[src/rtl/intc2b_pkg.sv]
package intc2b_pkg;
    localparam int PERIPH_N = 64;
    localparam int LOCAL_N  = 8;
    localparam int WORD_W   = 32;
    localparam int ADDR_W   = 6;
    localparam int SEL_W    = 7;
    localparam int SHORT_N  = 11;

    typedef enum logic [ADDR_W-1:0] {
        OFF_SUMMARY = 6'h00,
        OFF_PEND_LO = 6'h04,
        OFF_PEND_HI = 6'h08,
        OFF_FIQ     = 6'h0C,
        OFF_ENS_LO  = 6'h10,
        OFF_ENS_HI  = 6'h14,
        OFF_ENS_LOC = 6'h18,
        OFF_ENC_LO  = 6'h1C,
        OFF_ENC_HI  = 6'h20,
        OFF_ENC_LOC = 6'h24
    } reg_off_e;

    // Peripheral source copied into summary bit (10 + k).
    function automatic int shortcut_src(input int k);
        case (k)
            0: return 7;
            1: return 9;
            2: return 10;
            3: return 18;
            4: return 19;
            5: return 53;
            6: return 54;
            7: return 55;
            8: return 56;
            9: return 57;
            default: return 62;
        endcase
    endfunction
endpackage

[src/rtl/intc2b_mask_bank.sv]
// One enable mask with write-one-to-set and write-one-to-clear strobes.
module intc2b_mask_bank #(
    parameter int W = 32
) (
    input  logic         clk,
    input  logic         rst_n,
    input  logic         set_stb,
    input  logic         clr_stb,
    input  logic [W-1:0] bits,
    output logic [W-1:0] mask
);
    always_ff @(posedge clk or negedge rst_n) begin
        if (!rst_n) begin
            mask <= '0;
        end else if (set_stb) begin
            mask <= mask | bits;
        end else if (clr_stb) begin
            mask <= mask & ~bits;
        end
    end
endmodule

[src/rtl/intc2b_fiq_ctl.sv]
// FIQ control register and the combinational select of one raw source level.
module intc2b_fiq_ctl #(
    parameter int PERIPH_N = 64,
    parameter int LOCAL_N  = 8,
    parameter int SEL_W    = 7
) (
    input  logic                clk,
    input  logic                rst_n,
    input  logic                wr_stb,
    input  logic [SEL_W:0]      wbits,
    input  logic [PERIPH_N-1:0] periph_lvl,
    input  logic [LOCAL_N-1:0]  local_lvl,
    output logic                fiq_en,
    output logic [SEL_W-1:0]    fiq_sel,
    output logic                fiq_raw
);
    localparam int PIDX_W = $clog2(PERIPH_N);
    localparam int LIDX_W = $clog2(LOCAL_N);

    logic [SEL_W-1:0] loc_off;

    always_ff @(posedge clk or negedge rst_n) begin
        if (!rst_n) begin
            fiq_en  <= 1'b0;
            fiq_sel <= '0;
        end else if (wr_stb) begin
            fiq_en  <= wbits[SEL_W];
            fiq_sel <= wbits[SEL_W-1:0];
        end
    end

    assign loc_off = fiq_sel - SEL_W'(PERIPH_N);

    always_comb begin
        if (fiq_sel < SEL_W'(PERIPH_N)) begin
            fiq_raw = periph_lvl[fiq_sel[PIDX_W-1:0]];
        end else if (fiq_sel < SEL_W'(PERIPH_N + LOCAL_N)) begin
            fiq_raw = local_lvl[loc_off[LIDX_W-1:0]];
        end else begin
            fiq_raw = 1'b0;
        end
    end
endmodule

[src/rtl/intc2b_readmux.sv]
// Read-data selection, including the summary word.
module intc2b_readmux
    import intc2b_pkg::*;
#(
    parameter int PERIPH_N = 64,
    parameter int LOCAL_N  = 8,
    parameter int WORD_W   = 32,
    parameter int ADDR_W   = 6,
    parameter int SEL_W    = 7,
    parameter int SHORT_N  = 11
) (
    input  logic [ADDR_W-1:0]   addr,
    input  logic [PERIPH_N-1:0] pend_p,
    input  logic [LOCAL_N-1:0]  pend_l,
    input  logic [PERIPH_N-1:0] pmask,
    input  logic [LOCAL_N-1:0]  lmask,
    input  logic                fiq_en,
    input  logic [SEL_W-1:0]    fiq_sel,
    output logic [WORD_W-1:0]   rdata
);
    localparam int HALF   = PERIPH_N / 2;
    localparam int SC_LSB = LOCAL_N + 2;

    logic [WORD_W-1:0] summary;
    logic [WORD_W-1:0] loc_mask_w;

    assign loc_mask_w = WORD_W'(lmask);

    always_comb begin
        summary = '0;
        summary[LOCAL_N-1:0] = pend_l;
        summary[LOCAL_N]     = |pend_p[HALF-1:0];
        summary[LOCAL_N+1]   = |pend_p[PERIPH_N-1:HALF];
    end

    logic [SHORT_N-1:0] shortcut;
    for (genvar k = 0; k < SHORT_N; k++) begin : g_short
        assign shortcut[k] = pend_p[shortcut_src(k)];
    end

    always_comb begin
        case (addr)
            OFF_SUMMARY: rdata = summary | (WORD_W'(shortcut) << SC_LSB);
            OFF_PEND_LO: rdata = pend_p[HALF-1:0];
            OFF_PEND_HI: rdata = pend_p[PERIPH_N-1:HALF];
            OFF_FIQ:     rdata = WORD_W'({fiq_en, fiq_sel});
            OFF_ENS_LO:  rdata = pmask[HALF-1:0];
            OFF_ENS_HI:  rdata = pmask[PERIPH_N-1:HALF];
            OFF_ENS_LOC: rdata = loc_mask_w;
            OFF_ENC_LO:  rdata = ~pmask[HALF-1:0];
            OFF_ENC_HI:  rdata = ~pmask[PERIPH_N-1:HALF];
            OFF_ENC_LOC: rdata = ~loc_mask_w;
            default:     rdata = '0;
        endcase
    end
endmodule

[src/rtl/intc2b_top.sv]
module intc2b_top
    import intc2b_pkg::*;
#(
    parameter int P_SRC = PERIPH_N,
    parameter int L_SRC = LOCAL_N,
    parameter int DW    = WORD_W,
    parameter int AW    = ADDR_W
) (
    input  logic             clk,
    input  logic             rst_n,
    input  logic [P_SRC-1:0] periph_lvl,
    input  logic [L_SRC-1:0] local_lvl,
    input  logic             reg_wr,
    input  logic [AW-1:0]    reg_addr,
    input  logic [DW-1:0]    reg_wdata,
    output logic [DW-1:0]    reg_rdata,
    output logic             irq_out,
    output logic             fiq_out
);
    localparam int HALF = P_SRC / 2;

    // Write strobes: [0] low half, [1] high half.
    logic [1:0] pset, pclr;
    logic       lset, lclr, fwr;

    always_comb begin
        pset = '0;
        pclr = '0;
        lset = 1'b0;
        lclr = 1'b0;
        fwr  = 1'b0;
        if (reg_wr) begin
            case (reg_addr)
                OFF_ENS_LO:  pset[0] = 1'b1;
                OFF_ENS_HI:  pset[1] = 1'b1;
                OFF_ENC_LO:  pclr[0] = 1'b1;
                OFF_ENC_HI:  pclr[1] = 1'b1;
                OFF_ENS_LOC: lset    = 1'b1;
                OFF_ENC_LOC: lclr    = 1'b1;
                OFF_FIQ:     fwr     = 1'b1;
                default:     ;
            endcase
        end
    end

    logic [P_SRC-1:0] pen_mask;
    logic [L_SRC-1:0] len_mask;

    for (genvar h = 0; h < 2; h++) begin : g_half
        intc2b_mask_bank #(.W(HALF)) u_bank (
            .clk     (clk),
            .rst_n   (rst_n),
            .set_stb (pset[h]),
            .clr_stb (pclr[h]),
            .bits    (reg_wdata[HALF-1:0]),
            .mask    (pen_mask[h*HALF +: HALF])
        );
    end

    intc2b_mask_bank #(.W(L_SRC)) u_local_bank (
        .clk     (clk),
        .rst_n   (rst_n),
        .set_stb (lset),
        .clr_stb (lclr),
        .bits    (reg_wdata[L_SRC-1:0]),
        .mask    (len_mask)
    );

    logic             fiq_en;
    logic [SEL_W-1:0] fiq_sel;
    logic             fiq_raw;

    intc2b_fiq_ctl #(.PERIPH_N(P_SRC), .LOCAL_N(L_SRC), .SEL_W(SEL_W)) u_fiq (
        .clk        (clk),
        .rst_n      (rst_n),
        .wr_stb     (fwr),
        .wbits      (reg_wdata[SEL_W:0]),
        .periph_lvl (periph_lvl),
        .local_lvl  (local_lvl),
        .fiq_en     (fiq_en),
        .fiq_sel    (fiq_sel),
        .fiq_raw    (fiq_raw)
    );

    logic [P_SRC-1:0] pend_p;
    logic [L_SRC-1:0] pend_l;

    assign pend_p = periph_lvl & pen_mask;
    assign pend_l = local_lvl & len_mask;

    intc2b_readmux #(
        .PERIPH_N (P_SRC), .LOCAL_N (L_SRC), .WORD_W (DW),
        .ADDR_W   (AW),    .SEL_W   (SEL_W), .SHORT_N(SHORT_N)
    ) u_rd (
        .addr    (reg_addr),
        .pend_p  (pend_p),
        .pend_l  (pend_l),
        .pmask   (pen_mask),
        .lmask   (len_mask),
        .fiq_en  (fiq_en),
        .fiq_sel (fiq_sel),
        .rdata   (reg_rdata)
    );

    always_ff @(posedge clk or negedge rst_n) begin
        if (!rst_n) begin
            irq_out <= 1'b0;
            fiq_out <= 1'b0;
        end else begin
            irq_out <= (|pend_p) | (|pend_l);
            fiq_out <= fiq_en & fiq_raw;
        end
    end
endmodule

[config.mk]
export PLATFORM = sky130hd
export DESIGN_NAME = intc2b_top
export DESIGN_NICKNAME = d
export VERILOG_FILES = /design/src/rtl/intc2b_pkg.sv /design/src/rtl/intc2b_mask_bank.sv /design/src/rtl/intc2b_fiq_ctl.sv /design/src/rtl/intc2b_readmux.sv /design/src/rtl/intc2b_top.sv
export SDC_FILE = /design/constraint.sdc
export NUM_CORES = 1
export LEC_CHECK = 0
export BUFFER_PORTS_ARGS = -buffer_cell sky130_fd_sc_hd__buf_2
export CORE_UTILIZATION = 54
export DETAILED_ROUTE_END_ITERATION = 10
export GPL_ROUTABILITY_DRIVEN = 0
export GPL_TIMING_DRIVEN = 1
export HOLD_SLACK_MARGIN = 0.02
export PLACE_DENSITY = 0.81
export SETUP_SLACK_MARGIN = 0.1
export SYNTH_ARGS = -nofsm -noshare
export SYNTH_HDL_FRONTEND = slang
export SYNTH_SLANG_ARGS = --single-unit
export TNS_END_PERCENT = 30
[constraint.sdc]
create_clock -name clk -period 2.9 [get_ports clk]
set_clock_uncertainty 0.2 [all_clocks]
set_input_delay 0.58 -clock clk [delete_from_list [all_inputs] [get_ports clk]]
set_output_delay 0.58 -clock clk [all_outputs]
set_load 0.01 [all_outputs]
==> results.yml <==
placed_design:
  io_buffers: 146
  hpwlAfterDp_um: 16800
  post_dp_cell_area_sq_um: 6960
run_status:
  status: "finished, violations left"
  failed_checks: "negative setup slack"
worst_setup_path:
  crit_required_ns: 2.12
  crit_path_frequent_cell: "buf_4"
  crit_arrival_ns: 2.32
  crit_path_start_kind: "flip-flop"
  cp-end-kind: "primary output"
  r2r_setup_slack_ns: 0.29
  crit_type: "reg2out"
  cpMaxStageDelayCell: "dfrtp_1"
  worstPathCellList: "a22o_4 > a221oi_4 > buf_4 > nand4_1 > nor4_2 > buf_4 > o211ai_1 > buf_2"
  critPathMaxStageDelay_ns: 0.43
  critPathMaxFanout: 4
grt:
  grt_pass1_vias: 6663
  grt_pass1_wl_um: 37700
  antenna_found_initial: 1
  overflow: 0
  grt_max_degree: 50
  track_usage_pct: 45.0
clock_network:
  cts_tree: "done"
  clockRootBuffer: "clkbuf_8"
  cts_buffers: 9
  max-clock-path-buffers: 2
  cts_max_level: 3
  clkTransAtPathRegs_ns: 0.09
  cts_sinks: 82
  clk_latency_ns: 0.37
yosys:
  synth_top_family_by_area: "compound AO/OA/AOI/OAI gates"
  synth-xor-area-share_pct: 0
  ys_warn_count: 0
  synth_seq_cells: 82
  ys.flop_type: "dfrtp_1"
  synth_async_sr_flop_share_pct: 100
  synth_nets: 773
  synthAdderAreaFrac_pct: 0
  syn_avg_cell_area_sq_um: 8.81
  synth.distinct_cells: 43
  synth-compound-area-share_pct: 30.6
  syn_inst: 660
  synthMuxAreaShare_pct: 10.9
  yosysSeqAreaShare_pct: 35.3
  synth_edf_count: 0
  synthTopCellsByCount: "106 x nand2_1, 82 x dfrtp_1, 78 x a22o_1, 75 x a21oi_1, 47 x nor2_1"
  yosysMostFrequentCell: "nand2_1"
  synth_top_area_share_pct: 35.3
  yosys.area.top_type: "dfrtp_1"
  yosys.area_share.simple_pct: 19.1
  synthTopCellsByArea: "dfrtp_1 35%, a22o_1 12%, nand2_1 6.8%, a21oi_1 6.5%, mux4_1 4.1%"
  synth_area_sq_um: 5810
cells_and_area:
  drive_above_1_share_pct: 37.6
  regArea_sq_um: 2060
  multi_input_area_sq_um: 3830
  antennaDiodeCount: 0
  nFillCells: 715
  final_area_sq_um: 7800
  syn_to_final_growth_pct: 34.3
  fin_nets: 946
floorplan:
  initial_core_util_pct: 56.0
  row_count: 37
  fp.coreArea_sq_um: 10400
  die_area_sq_um: 11200
  pin_count: 147
  chipWidth_um: 106
  die_h_um: 106
timing:
  fin_crit_ns: 3.10
  rsz0062_at_grt: "yes"
  fin_ws_ns: -0.195
  min_period_over_period_pct: 107
  setup_viol: 14
  holdWs_ns: 0.269
  slew_viol_final: 0
  hold_violations: 0
  max_clock_freq_mhz: 323
  tightest_slew_ns: 0.793
  relSlewSlack_pct: 47.1
drt:
  vias: 7277
  drt-total-wl_um: 25500
  routedWlPerCell_um: 26.2
  antenna_left: 0
  drc: 0
  drt-pass1-iter-count: 8
  drtIter0Drc: 1342
  via_per_inst: 7.48
pwr:
  p_per_area_nw_per_um2: 442
  leakage_nw: 3.68
  irDropWorstVdd_mv: 0.273
run:
  cap_violations: 0
min_path:
  hold_path_class: "in2reg"
## final cells by class
cell class                 instances  area share (%)
clock buffer                      10            1.64
timing repair buffer             216            20.0
clock inverter                     5           0.722
multi-input combinational        524            49.1
tap                              136            2.18
sequential                        82            26.3
## kinds of logic (layout without fill, tap and decap cells)
logic type,count (synthesis),in the layout
simple gates,236,236
mux,35,35
buf+inv,54,231
flops,82,82
compound gates,253,253
## final timing paths
kind | startpoint | endpoint | cells past startpoint
worst max-delay path | flip-flop | reg_rdata[8] | 8
worst min-delay path | reg_wdata[8] | flip-flop | 2
worst max register to register | u_fiq.fiq_sel[0] | fiq_out | 6
worst min register to register | flip-flop | flip-flop | 1
max in group asynchronous | rst_n | asynchronous set/reset pin | 3
min in group asynchronous | rst_n | asynchronous set/reset pin | 2
## where the power goes
group | internal (mW) | switching, mW | total [mW]
logic | 0.527 | 0.512 | 1.04
clock network | 0.393 | 0.456 | 0.848
registers | 1.29 | 0.268 | 1.56
## placed cells by master (no fill, tap or decap), types with 17 or more instances in the layout
cell / instances
buf_4: 43
a21o_1: 17
a21oi_1: 43
nor2_1: 46
buf_2: 144
dfrtp_1: 79
a22o_1: 77
nand2_1: 103
a21oi_2: 30
nand3_1: 18
## per-layer routing
| metal | share of wire [%] | wire length [um] | track usage [%] | vias to the layer above |
|---|---|---|---|---|
| li1 | - | - | - | 2897 |
| met1 | 34 | 8610 | 56.1 | 3288 |
| met2 | 42 | 10700 | 67.1 | 826 |
| met3 | 16 | 4020 | 15.6 | 264 |
| met4 | 8.3 | 2110 | 27.0 | 2 |
| met5 | 0.051 | 13 | 0 | - |
## what timing repair did
item	CTS	global route
endpoints found under the setup margin	32	32
pin swaps	57	27
hold buffers	1	0
buffers inserted	7	3
endpoints found under the hold margin	33	0
gates cloned	9	2
gates resized for setup	74	31
## through the flow
step           worst slack [ns]  cells  total power, mW  util (%)  setup TNS, ns
2_1_floorplan             0.174    660             2.00         -              0
3_3_place_gp             -0.131    936             2.44      67.1         -0.138
3_5_place_dp             -0.190    936             2.47      67.1         -0.355
4_1_cts                  -0.137    968             3.34      73.5         -0.140
5_1_grt                  -0.259    973             3.57      75.3          -1.53
6_report                 -0.195    973             3.45      75.3         -0.526
## critical path: cells and delay by family, from the launching register on
kind / cells / cell delay (ns)
buffers and inverters: 3 / 0.52
AOI/OAI and AO/OA: 3 / 0.65
DFF: 1 / 0.43
and+or+nand+nor: 2 / 0.36
No activity file was read; power rests on OpenSTA's default activity.
